<file path="config.mk">
export PLATFORM = sky130hd
export DESIGN_NAME = evt_irq_hub
export DESIGN_NICKNAME = d
export VERILOG_FILES = /design/src/rtl/evt_irq_pkg.sv /design/src/rtl/evt_status_bank.sv /design/src/rtl/chan_op_reg.sv /design/src/rtl/cable_fault_mon.sv /design/src/rtl/hub_read_mux.sv /design/src/rtl/evt_irq_hub.sv
export SDC_FILE = /design/constraint.sdc
export NUM_CORES = 1
export LEC_CHECK = 0
export BUFFER_PORTS_ARGS = -buffer_cell sky130_fd_sc_hd__buf_2
export CORE_MARGIN = 3
export CORE_UTILIZATION = 41
export DETAILED_ROUTE_END_ITERATION = 16
export PLACE_DENSITY = 0.68
export SYNTH_ARGS = -nofsm -noshare
export SYNTH_HDL_FRONTEND = slang
export SYNTH_SLANG_ARGS = --single-unit
</file>
<file path="constraint.sdc">
create_clock -name clk -period 1.2 [get_ports clk]
set_input_delay 0.06 -clock clk [delete_from_list [all_inputs] [get_ports clk]]
set_output_delay 0.06 -clock clk [all_outputs]
set_load 0.01 [all_outputs]
</file>
<file path="src/rtl/evt_irq_pkg.sv">
// Package: shared widths and register offsets of the interrupt hub.
// Assumes one status bit per channel fits in one data byte.
package evt_irq_pkg;
    localparam int DATA_W = 8;
    localparam int NUM_CH = DATA_W;
    localparam int ADDR_W = 5;

    localparam logic [ADDR_W-1:0] OFS_STATUS = 5'h10;
    localparam logic [ADDR_W-1:0] OFS_OPER   = 5'h11;
    localparam logic [ADDR_W-1:0] OFS_ENABLE = 5'h12;
    localparam logic [ADDR_W-1:0] OFS_INDEX  = 5'h16;
    localparam logic [ADDR_W-1:0] OFS_CABLE  = 5'h17;

    localparam int OP_RESET_BIT = 0;
    localparam int OP_IRQEN_BIT = 2;
endpackage

</file>
<file path="src/rtl/evt_status_bank.sv">
// Sticky per-channel pending bits.
// A qualified event sets its bit. A clear strobe drops all bits, but an
// event in the clearing cycle still lands. Assumes clr is one cycle wide per write.
module evt_status_bank #(
    parameter int W = 8
) (
    input  logic         clk,
    input  logic         rst_n,
    input  logic         clr,
    input  logic [W-1:0] evt,
    input  logic [W-1:0] en,
    output logic [W-1:0] status
);
    logic [W-1:0] qual;

    // Mask raw events with the per-channel enables.
    always_comb qual = evt & en;

    for (genvar g = 0; g < W; g++) begin : g_bit
        // Hold, clear or set one channel's pending bit.
        always_ff @(posedge clk) begin
            if (!rst_n)
                status[g] <= 1'b0;
            else
                status[g] <= (status[g] & ~clr) | qual[g];
        end
    end

    // a bit may only become set where a qualified event was seen.
    p_masked_r3: assert property (@(posedge clk) disable iff (!rst_n)
        1'b1 |=> ((status & ~$past(status) & ~$past(evt & en)) == '0));

    // a clear with no qualified event leaves nothing pending.
    p_clear_r4: assert property (@(posedge clk) disable iff (!rst_n)
        (clr && ((evt & en) == '0)) |=> (status == '0));

    // qualified events are always captured, even during a clear.
    p_capture_r5: assert property (@(posedge clk) disable iff (!rst_n)
        ((evt & en) != '0) |=> ((status & $past(evt & en)) == $past(evt & en)));
endmodule

</file>
<file path="src/rtl/chan_op_reg.sv">
// Channel operation register: the global counter-reset bit and the
// interrupt-function enable bit. Assumes wr is already decoded for its offset.
module chan_op_reg (
    input  logic clk,
    input  logic rst_n,
    input  logic wr,
    input  logic wd_reset,
    input  logic wd_irqen,
    output logic cnt_reset,
    output logic irq_fn_en
);
    // Capture both control bits on a write to the register.
    always_ff @(posedge clk) begin
        if (!rst_n) begin
            cnt_reset <= 1'b0;
            irq_fn_en <= 1'b0;
        end else if (wr) begin
            cnt_reset <= wd_reset;
            irq_fn_en <= wd_irqen;
        end
    end

    // the reset level follows the written bit.
    p_opwr_r7: assert property (@(posedge clk) disable iff (!rst_n)
        wr |=> (cnt_reset == $past(wd_reset)) && (irq_fn_en == $past(wd_irqen)));

    // both bits hold when there is no write.
    p_ophold_r7: assert property (@(posedge clk) disable iff (!rst_n)
        !wr |=> $stable(cnt_reset) && $stable(irq_fn_en));
endmodule

</file>
<file path="src/rtl/cable_fault_mon.sv">
// Per-channel cable fault detection arming and the readback value.
// Stored bit 0 arms detection. A readback bit of 0 reports a fault on an
// armed channel. Assumes cable_ok comes from already synchronised receiver status.
module cable_fault_mon #(
    parameter int W = 8
) (
    input  logic         clk,
    input  logic         rst_n,
    input  logic         wr,
    input  logic [W-1:0] wdata,
    input  logic [W-1:0] cable_ok,
    output logic [W-1:0] rd_val
);
    logic [W-1:0] det_off;

    // Store the arming mask; reset leaves every channel disarmed.
    always_ff @(posedge clk) begin
        if (!rst_n)
            det_off <= '1;
        else if (wr)
            det_off <= wdata;
    end

    // A channel reads good unless armed and its receiver reports a fault.
    always_comb rd_val = cable_ok | det_off;

    // the arming mask takes the written byte.
    p_cablewr_r10: assert property (@(posedge clk) disable iff (!rst_n)
        wr |=> (det_off == $past(wdata)));

    // a healthy cable never reads as faulted.
    p_nofalse_r10: assert property (@(posedge clk) disable iff (!rst_n)
        ((rd_val | ~cable_ok) == '1));
endmodule

</file>
<file path="src/rtl/hub_read_mux.sv">
// Combinational read-data selection for the register window.
// Unmapped offsets read as zero. Assumes no read side effects.
module hub_read_mux
    import evt_irq_pkg::*;
(
    input  logic [ADDR_W-1:0] addr,
    input  logic [NUM_CH-1:0] status,
    input  logic              op_reset,
    input  logic              op_irqen,
    input  logic [NUM_CH-1:0] enable,
    input  logic [NUM_CH-1:0] index_lvl,
    input  logic [NUM_CH-1:0] cable_val,
    output logic [DATA_W-1:0] rdata
);
    // Pick the register image addressed by the host.
    always_comb begin
        rdata = '0;
        case (addr)
            OFS_STATUS: rdata = status;
            OFS_OPER: begin
                rdata[OP_RESET_BIT] = op_reset;
                rdata[OP_IRQEN_BIT] = op_irqen;
            end
            OFS_ENABLE: rdata = enable;
            OFS_INDEX:  rdata = index_lvl;
            OFS_CABLE:  rdata = cable_val;
            default:    rdata = '0;
        endcase
    end
endmodule

</file>
<file path="src/rtl/evt_irq_hub.sv">
// Top of the counter interrupt hub. It decodes byte writes to the register
// window, keeps the enable mask, and joins the status bank, the operation
// register, the cable monitor and the read mux. Assumes one bus access per
// cycle and inputs already synchronous to clk.
module evt_irq_hub
    import evt_irq_pkg::*;
(
    input  logic              clk,
    input  logic              rst_n,
    input  logic              bus_we,
    input  logic [ADDR_W-1:0] bus_addr,
    input  logic [DATA_W-1:0] bus_wdata,
    output logic [DATA_W-1:0] bus_rdata,
    input  logic [NUM_CH-1:0] evt_pulse,
    input  logic [NUM_CH-1:0] index_lvl,
    input  logic [NUM_CH-1:0] cable_ok,
    output logic              irq,
    output logic              cnt_reset
);
    logic              wr_oper, wr_enable, wr_cable;
    logic [NUM_CH-1:0] enable_q;
    logic [NUM_CH-1:0] status;
    logic              irq_fn_en;
    logic [NUM_CH-1:0] cable_val;

    // Decode one write strobe per writable register.
    always_comb begin
        wr_oper   = bus_we && (bus_addr == OFS_OPER);
        wr_enable = bus_we && (bus_addr == OFS_ENABLE);
        wr_cable  = bus_we && (bus_addr == OFS_CABLE);
    end

    // Per-channel interrupt enable mask, cleared at reset.
    always_ff @(posedge clk) begin
        if (!rst_n)
            enable_q <= '0;
        else if (wr_enable)
            enable_q <= bus_wdata;
    end

    evt_status_bank #(.W(NUM_CH)) status_i (
        .clk    (clk),
        .rst_n  (rst_n),
        .clr    (wr_oper),
        .evt    (evt_pulse),
        .en     (enable_q),
        .status (status)
    );

    chan_op_reg oper_i (
        .clk       (clk),
        .rst_n     (rst_n),
        .wr        (wr_oper),
        .wd_reset  (bus_wdata[OP_RESET_BIT]),
        .wd_irqen  (bus_wdata[OP_IRQEN_BIT]),
        .cnt_reset (cnt_reset),
        .irq_fn_en (irq_fn_en)
    );

    cable_fault_mon #(.W(NUM_CH)) cable_i (
        .clk      (clk),
        .rst_n    (rst_n),
        .wr       (wr_cable),
        .wdata    (bus_wdata),
        .cable_ok (cable_ok),
        .rd_val   (cable_val)
    );

    hub_read_mux rmux_i (
        .addr      (bus_addr),
        .status    (status),
        .op_reset  (cnt_reset),
        .op_irqen  (irq_fn_en),
        .enable    (enable_q),
        .index_lvl (index_lvl),
        .cable_val (cable_val),
        .rdata     (bus_rdata)
    );

    // Raise the request while anything is pending and the function is on.
    always_comb irq = irq_fn_en && (status != '0);

    // the enable mask takes the written byte.
    p_enwr_r8: assert property (@(posedge clk) disable iff (!rst_n)
        wr_enable |=> (enable_q == $past(bus_wdata)));

    // a request needs a pending channel at the status port.
    p_irqsrc_r6: assert property (@(posedge clk) disable iff (!rst_n)
        (irq && bus_addr == OFS_STATUS) |-> (bus_rdata != '0));
endmodule

</file>
==> results of run 1 <==
[power breakdown]
| part | internal (µW) | switching [µW] | total (µW) |
|---|---|---|---|
| clock network | 186 | 275 | 461 |
| registers | 869 | 5.08 | 874 |
| logic | 140 | 146 | 286 |
[logic make-up after synthesis]
family / count (synthesis) / share of synthesized area, %
DFF: 26 / 36.2
buffers and inverters: 17 / 8.01
and+or+nand+nor: 85 / 35.0
AOI/OAI and AO/OA: 55 / 20.7
[per-stage QoR]
stage,hold slack (ns),setup TNS [ns],instance area [µm²],std cells,power [µW]
3_3_place_gp,0.319,0,1720,271,1130
4_1_cts,0.135,-0.296,1980,296,1610
2_1_floorplan,0.206,0,1440,183,1010
5_1_grt,0.158,-0.770,2020,298,1690
6_report,0.136,-0.340,2020,298,1620
3_5_place_dp,0.320,0,1720,271,1130
[cells in the mapped netlist]
cell type  count
nand2_1        9
a21boi_0       1
buf_2          3
and4bb_2       1
and4b_1        1
dfxtp_1       26
a21oi_1       18
clkinv_1       1
o211ai_1       8
nand3_1       47
nand2b_1       2
nor4b_4        1
and2b_1        1
nor4_1         2
nor2_1         1
and3b_1        5
nand4_1        9
o21ai_0       28
clkbuf_4       1
buf_6          5
clkbuf_2       2
nor2b_1        2
nor3b_2        1
nand4bb_1      1
clkbuf_1       4
and2_1         1
nand4b_1       1
buf_4          1
[path summary, 6_finish.rpt]
path	slack (ns)	depth (start not counted)	endpoint
worst max-delay path	-0.13	4	bus_rdata[2]
worst min-delay path	0.14	4	oper_i.cnt_reset
worst max register to register	0.45	3	status_i.status[4]
worst min register to register	0.49	2	status_i.status[7]
[per-layer routing]
metal,global-route usage [%],wire length [µm]
met5,0,0
met4,4.15,27
met3,5.13,437
met2,32.2,1990
met1,32.1,1980
[sequential cells by signal (all words and copies together) (netlist names)]
register	flops
enable_q	8
status_i.status	8
oper_i.cnt_reset	1
cable_i.det_off	8
oper_i.irq_fn_en	1
[critical path: stages (launching register included)]
cell     delay (ns)
dfxtp_2        0.36
and3b_1        0.19
o21ai_2        0.15
nand4_1        0.10
buf_2          0.15
[repair_timing]
item,CTS,global route
endpoints found under the hold margin,25,0
setup endpoints to repair,4,9
gates resized for setup,12,10
pin swaps,8,15
hold buffers,17,0
buffers inserted,4,2
cloned,0,0
[layout make-up]
type | instances | area, µm²
fillers | 332 | 1180
well taps | 44 | 55.1
inverters | 1 | 3.75
repair buffers | 83 | 559
multi-input cells | 140 | 832
clock buffers | 4 | 36.3
flip-flops and latches | 26 | 538
==> run summary, run 1 <==
PD cells: 801 nW/µm²
CTS HTree Levels: 1
Core Rows: 20
Io pins: 50
Buffers on Ports: 49
GRT Residual Overflow: 0
Post-route setup slack: -0.134 ns
Req. time, crit path: 1.14 ns
Initial Utilization: 44.8%
Max_slew headroom: 76.7%
Core ar.: 3200 µm²
Synth Cell Area: 1440 µm²
RePlAce Congestion: 0.851
F_max: 749 MHz
Result of the run: finished, violations left
Violated checks: setup timing
Commonest non-fill, non-tap cells in the layout: 49 x buf_2, 46 x nand3_1, 26 x o21ai_0
Area leader, netlist: dfxtp_1
Die area: 4250 µm²
Syn_area_per_cell: 7.85 µm²
Hold_sp: bus_addr[1]
CP arrival: 1.27 ns
Synthesis warning total: 0
Detailed Route WL: 4430 µm
Clock Skew: 0.00409 ns
Width of the chip: 65.2 µm
RSZ-0062 raised after global routing: true
TritonCTS buffer count: 3
CTS max path bufs: 2
Worst skew pair latency: 0.33 ns
Clock-pin slew on the worst setup and hold paths: 0.15 ns
Vias per Instance: 5.51
Sequential cell area fraction in the yosys report: 36.2%
Dpl ws: 0.0643 ns
Reg-to-Reg Start: status_i.status[4]
CTS tree: yes
Antenna cells: 0
Largest net degree at the start of global routing: 19
Synth unique cells: 28
Pre-Repair DR Iteration Count: 4
Flops & latches, synth: 26
Final hold violation count: 0
Sink Count: 26
Commonest non-fill, non-tap cell in the layout: buf_2
Root Buffer: clkbuf_4
Crit. End Element: output pin
Worst Setup Start Kind: flip-flop
Top cell type's share of synthesized area: 36.2%
Drt wl/cell: 14.9 µm
Slew @ Worst Pin: 0.349 ns
Crit. Startpoint: enable_q[2]
Initial antenna violation count: 0
Vias in the first global route: 1,506
Final Core Density: 63.2%
Vias: 1,643
Area added between synthesis and finish: 40.9%
Tcrit/Tclk final: 111%
Die Height: 65.2 µm
Initial detailed-routing violation count: 142
Layout cells sized above 1: 34.6%
Syn Inst Count: 183
Max Cap Violations: 0
Dpl hpwl: 3260 µm
First-pass GRT wire length: 7300 µm
Min Tclk post-route: 1.33 ns
Aggregate global-route resource usage: 21.7%
Final #Nets: 295
Number of routed nets with antenna violations: 0
DR DRC count: 0
CP Max Fanout: 3
Net Count, Synth: 223
Worst vdd ir: 0.588 mV
Lkg Pwr: 0.000808 µW
Final Max Slew Viols: 0
Worst min path class: input pin to flip-flop
Top post-synthesis cells by area: dfxtp_1 36%, nand3_1 16%, o21ai_0 9.8%, a21oi_1 6.3%, o211ai_1 4.2%
Critical path type: flip-flop to output pin
Setup violators final: 4
No activity file was read; power rests on OpenSTA's default activity.
==> run 2: changes to the inputs <==
--- a/config.mk
+++ b/config.mk
@@ -8,6 +8,7 @@
 export BUFFER_PORTS_ARGS = -buffer_cell sky130_fd_sc_hd__buf_2
 export CORE_MARGIN = 3
 export CORE_UTILIZATION = 41
+export CTS_BUF_LIST = sky130_fd_sc_hd__clkbuf_4
 export DETAILED_ROUTE_END_ITERATION = 16
 export PLACE_DENSITY = 0.68
 export SYNTH_ARGS = -nofsm -noshare
==> run 2 against run 1 <==
  * The flow still finishes with violations (setup timing)
  * First-iteration DRC count fell by 12%
  * Maximum frequency rose by 0.40%
  * Critical endpoint unchanged
  * Combinational power is essentially flat
  * Cell count is the same
  * Hold slack improved by 0.0018 ns
  * Critical path depth unchanged
  * Register-to-register slack about the same
  * Clock power fell by 14%
  * Clock-buffer cell count shrank 1
  * Non-clock buffer count did not move
  * Largest cell class unchanged
==> run summary, run 2 (same netlist as run 1, synthesis figures left out) <==
Reg-to-Reg Start: status_i.status[4]
Number of routed nets with antenna violations: 0
Hold_sp: bus_addr[1]
Commonest non-fill, non-tap cells in the layout: 49 x buf_2, 46 x nand3_1, 26 x o21ai_0
Commonest non-fill, non-tap cell in the layout: buf_2
Post-route setup slack: -0.129 ns
Final #Nets: 295
Sink Count: 26
Pre-Repair DR Iteration Count: 4
Vias per Instance: 5.46
Reg2reg end: status_i.status[4]
Global routing's busiest layer: met2
Dpl ws: 0.0643 ns
Worst min path class: input pin to flip-flop
Regs by FF count: cable_i.det_off (8), enable_q (8), status_i.status (8)
Vias in the first global route: 1,485
Clock Skew: 0.00172 ns
Violated checks: setup timing
Crit. Startpoint: enable_q[2]
Width of the chip: 65.2 µm
PD cells: 775 nW/µm²
Worst vdd ir: 0.490 mV
Final Max Slew Viols: 0
TritonCTS buffer count: 3
Largest net degree at the start of global routing: 19
Met2 Use GR: 32.4%
Filler Cells Inserted: 333
CP Max Fanout: 3
DR DRC count: 0
CP bufs+invs: 1
Path depth of the worst reg2reg path: 3
CTS max path bufs: 2
Reg2Reg Setup Slack: 0.45 ns
Lkg Pwr: 0.000803 µW
Initial antenna violation count: 0
CTS tree: yes
Final cell area excluding filler cells: 2010 µm²
Largest stage delay, worst path: 0.36 ns
Critical path's slowest cell: dfxtp_2
Core ar.: 3200 µm²
Setup violators final: 3
CP arrival: 1.27 ns
F_max: 752 MHz
GRT Residual Overflow: 0
RePlAce Congestion: 0.851
Vias: 1,626
Max_slew headroom: 75.8%
RSZ-0062 raised after global routing: true
Result of the run: finished, violations left
Final hold violation count: 0
Initial Utilization: 44.8%
Max Cap Violations: 0
Buffers on Ports: 49
Drt wl/cell: 14.8 µm
Dpl hpwl: 3260 µm
Setup crit end: bus_rdata[2]
Clock-pin slew on the worst setup and hold paths: 0.14 ns
M1 GR Usage: 31.9%
Slew @ Worst Pin: 0.363 ns
Core Rows: 20
Worst path cell trace: and3b_1, o21ai_2, nand4_1, buf_2
Aggregate global-route resource usage: 21.7%
Min Tclk post-route: 1.33 ns
Detailed Route WL: 4420 µm
Tcrit/Tclk final: 111%
Levels on crit path: 4
Req. time, crit path: 1.14 ns
Critical path type: flip-flop to output pin
Die Height: 65.2 µm
Worst skew pair latency: 0.33 ns
Met3 usage: 5.13%
Largest delay share family, worst path: flip-flops
Antenna cells: 0
Worst Setup Start Kind: flip-flop
Initial detailed-routing violation count: 125
Die area: 4250 µm²
Dpl cell area: 1720 µm²
Crit. End Element: output pin
Io pins: 50
CTS HTree Levels: 1
Root Buffer: clkbuf_4
First-pass GRT wire length: 7250 µm
Layout cells sized above 1: 34.6%
Area added between synthesis and finish: 39.8%
run 2: changes by cell type in the layout (fill, tap and decap cells not counted):
cell and delta:
clkinv_1 +1, nand3_4 -1, clkbuf_8 -1, dfxtp_2 +1, nand3_2 +1, dfxtp_1 -1
run 2: worst min path at each step:
stage,end,slack (ns),depth (start not counted)
final,oper_i.cnt_reset,0.14,4
after global routing,oper_i.irq_fn_en,0.16,4
after CTS,oper_i.irq_fn_en,0.14,4
after detailed placement,status_i.status[0],0.32,3
after global placement,status_i.status[0],0.32,3
after floorplan,cable_i.det_off[0],0.21,2
run 2: power by group:
part	internal (µW)	total, µW	switching [µW]
Combinational	140	285	145
Sequential	869	874	5.08
Clock	122	397	275
Total	1130	1560	425
run 2: per-stage QoR:
stage / hold slack [ns] / util (%) / cells / power [µW] / TNS, ns
after CTS: 0.135 / 61.5 / 296 / 1550 / -0.296
after global placement: 0.319 / 53.7 / 271 / 1130 / 0
after global routing: 0.158 / 62.7 / 298 / 1620 / -0.738
final: 0.137 / 62.7 / 298 / 1560 / -0.303
after floorplan: 0.206 / - / 183 / 1010 / 0
after detailed placement: 0.320 / 53.7 / 271 / 1130 / 0
run 2: area by class of cell:
type / instances / area, µm² / area share (%)
multi-input cells: 140 / 825 / 41.1
repair buffers: 83 / 559 / 27.9
flip-flops and latches: 26 / 539 / 26.9
well taps: 44 / 55.1 / 2.74
clock buffers: 3 / 22.5 / 1.12
clock inverters: 1 / 3.75 / 0.187
inverters: 1 / 3.75 / 0.187
run 2: worst min-delay path, stage by stage:
cell     delay [ns]
buf_2          0.17
nor2b_1        0.08
nand3_1        0.08
a21oi_1        0.05
run 2: routing by layer:
layer | vias to the layer above | part of all wire, %
li1 | 823 | -
met1 | 741 | 47
met2 | 58 | 45
met3 | 4 | 8.2
met4 | 0 | 0.61
met5 | - | 0
run 2: what timing repair did:
item                                    CTS  global route
setup buffers                             4             2
hold buffers                             17             0
pin swaps                                 7            14
gates resized for setup                  11            11
hold endpoints to repair                 25             0
endpoints found under the setup margin    3             9
==> run 3: changes to the inputs <==
--- a/config.mk
+++ b/config.mk
@@ -10,7 +10,7 @@
 export CORE_UTILIZATION = 41
 export CTS_BUF_LIST = sky130_fd_sc_hd__clkbuf_4
 export DETAILED_ROUTE_END_ITERATION = 16
-export PLACE_DENSITY = 0.68
+export PLACE_DENSITY = 0.65
 export SYNTH_ARGS = -nofsm -noshare
 export SYNTH_HDL_FRONTEND = slang
 export SYNTH_SLANG_ARGS = --single-unit
==> run 3 against run 2 <==
  * The run still ends with setup timing left
  * First-iteration DRC count grew 23%
  * Wire length is 2.5% higher
  * Non-clock buffer count fell by 5
  * Sequential share of layout area grew 0.55 points
  * Setup slack better by 0.034 ns
  * Clock skew up 0.012 ns
  * Utilization shrank 1.2 points
  * Maximum frequency increased by 2.6%
==> run summary, run 3 (same netlist as run 1, synthesis figures left out) <==
Detailed Route WL: 4530 µm
Worst skew pair latency: 0.33 ns
Final Max Slew Viols: 0
Final Core Density: 61.4%
TritonCTS buffer count: 3
Violated checks: setup timing
Final hold violation count: 0
Width of the chip: 65.2 µm
Vias: 1,681
Tcrit/Tclk final: 108%
Commonest non-fill, non-tap cells in the layout: 49 x buf_2, 47 x nand3_1, 26 x o21ai_0
Final cell area excluding filler cells: 1970 µm²
Dpl hpwl: 3210 µm
Critical path type: flip-flop to output pin
First-pass GRT wire length: 7150 µm
Regs by FF count: cable_i.det_off (8), enable_q (8), status_i.status (8)
Max Cap Violations: 0
Dpl cell area: 1700 µm²
Drt wl/cell: 15.5 µm
Vias in the first global route: 1,476
Aggregate global-route resource usage: 21.3%
Final #Nets: 290
Worst vdd ir: 0.618 mV
Dpl ws: 0.0748 ns
Slew @ Worst Pin: 0.376 ns
Number of routed nets with antenna violations: 0
Worst Setup Start Kind: flip-flop
RePlAce Congestion: 0.813
Largest net degree at the start of global routing: 19
CTS max path bufs: 2
Die area: 4250 µm²
Reg2Reg Setup Slack: 0.45 ns
Filler Cells Inserted: 318
WHS: 0.154 ns
Antenna cells: 0
Post-route setup slack: -0.0951 ns
Clock-pin slew on the worst setup and hold paths: 0.15 ns
Initial Utilization: 44.8%
Sink Count: 26
Crit. End Element: output pin
Initial detailed-routing violation count: 154
CP arrival: 1.24 ns
Commonest non-fill, non-tap cell in the layout: buf_2
DR DRC count: 0
PD cells: 785 nW/µm²
Io pins: 50
Area added between synthesis and finish: 37.0%
Lkg Pwr: 0.000777 µW
Core ar.: 3200 µm²
Vias per Instance: 5.74
Clock Skew: 0.0133 ns
Buffers on Ports: 49
Max_slew headroom: 74.8%
Setup violators final: 7
F_max: 772 MHz
Core Rows: 20
CTS tree: yes
RSZ-0062 raised after global routing: true
CP Max Fanout: 2
Die Height: 65.2 µm
CTS HTree Levels: 1
Min Tclk post-route: 1.30 ns
Req. time, crit path: 1.14 ns
Initial antenna violation count: 0
Pre-Repair DR Iteration Count: 5
Result of the run: finished, violations left
Root Buffer: clkbuf_4
Worst min path class: input pin to flip-flop
Layout cells sized above 1: 33.3%
GRT Residual Overflow: 0
run 3: area by class of cell:
type	instances	area, µm²	share of cell area (%)
flip-flops and latches	26	539	27.4
clock inverters	1	3.75	0.191
clock buffers	3	22.5	1.14
inverters	1	3.75	0.191
multi-input cells	140	826	42.0
well taps	44	55.1	2.80
repair buffers	78	518	26.3
run 3: stage by stage:
step | total power [µW] | setup TNS, ns | cells
6_report | 1540 | -0.363 | 293
5_1_grt | 1630 | -0.949 | 293
4_1_cts | 1550 | -0.366 | 293
3_5_place_dp | 1120 | 0 | 268
3_3_place_gp | 1120 | 0 | 268
2_1_floorplan | 1010 | 0 | 183
run 3: repair_timing:
| action | CTS | global route |
|---|---|---|
| setup buffers | 4 | 0 |
| pin swaps | 12 | 7 |
| hold endpoints to repair | 23 | 0 |
| endpoints found under the setup margin | 7 | 9 |
| cloned | 0 | 0 |
| hold buffers | 17 | 0 |
| resized for setup | 11 | 10 |
run 3: final timing paths:
path	depth (start not counted)	from	end
worst max-delay path	4	oper_i.cnt_reset	bus_rdata[0]
worst min-delay path	4	bus_addr[1]	oper_i.cnt_reset
worst max register to register	3	enable_q[0]	enable_q[0]
worst min register to register	2	enable_q[3]	status_i.status[3]
run 3: layer usage:
layer	part of all wire [%]	routed length, µm	up-vias	global-route usage [%]
met2	47	2140	70	35.9
met4	0.46	21	0	2.33
li1	-	-	816	-
met5	0	0	-	0
met1	45	2050	793	28.5
met3	7.0	317	2	4.96
run 3: where the power goes:
group          switching [µW]  internal, µW  total (µW)
Combinational             144           134         279
Sequential               4.75           869         873
Clock                     271           122         393
Total                     420          1130        1540
run 3: critical path, cell delays in order (launching register included):
cell     delay (ns)
dfxtp_2        0.35
and3b_1        0.18
o21ai_2        0.13
nand4_1        0.10
buf_2          0.15
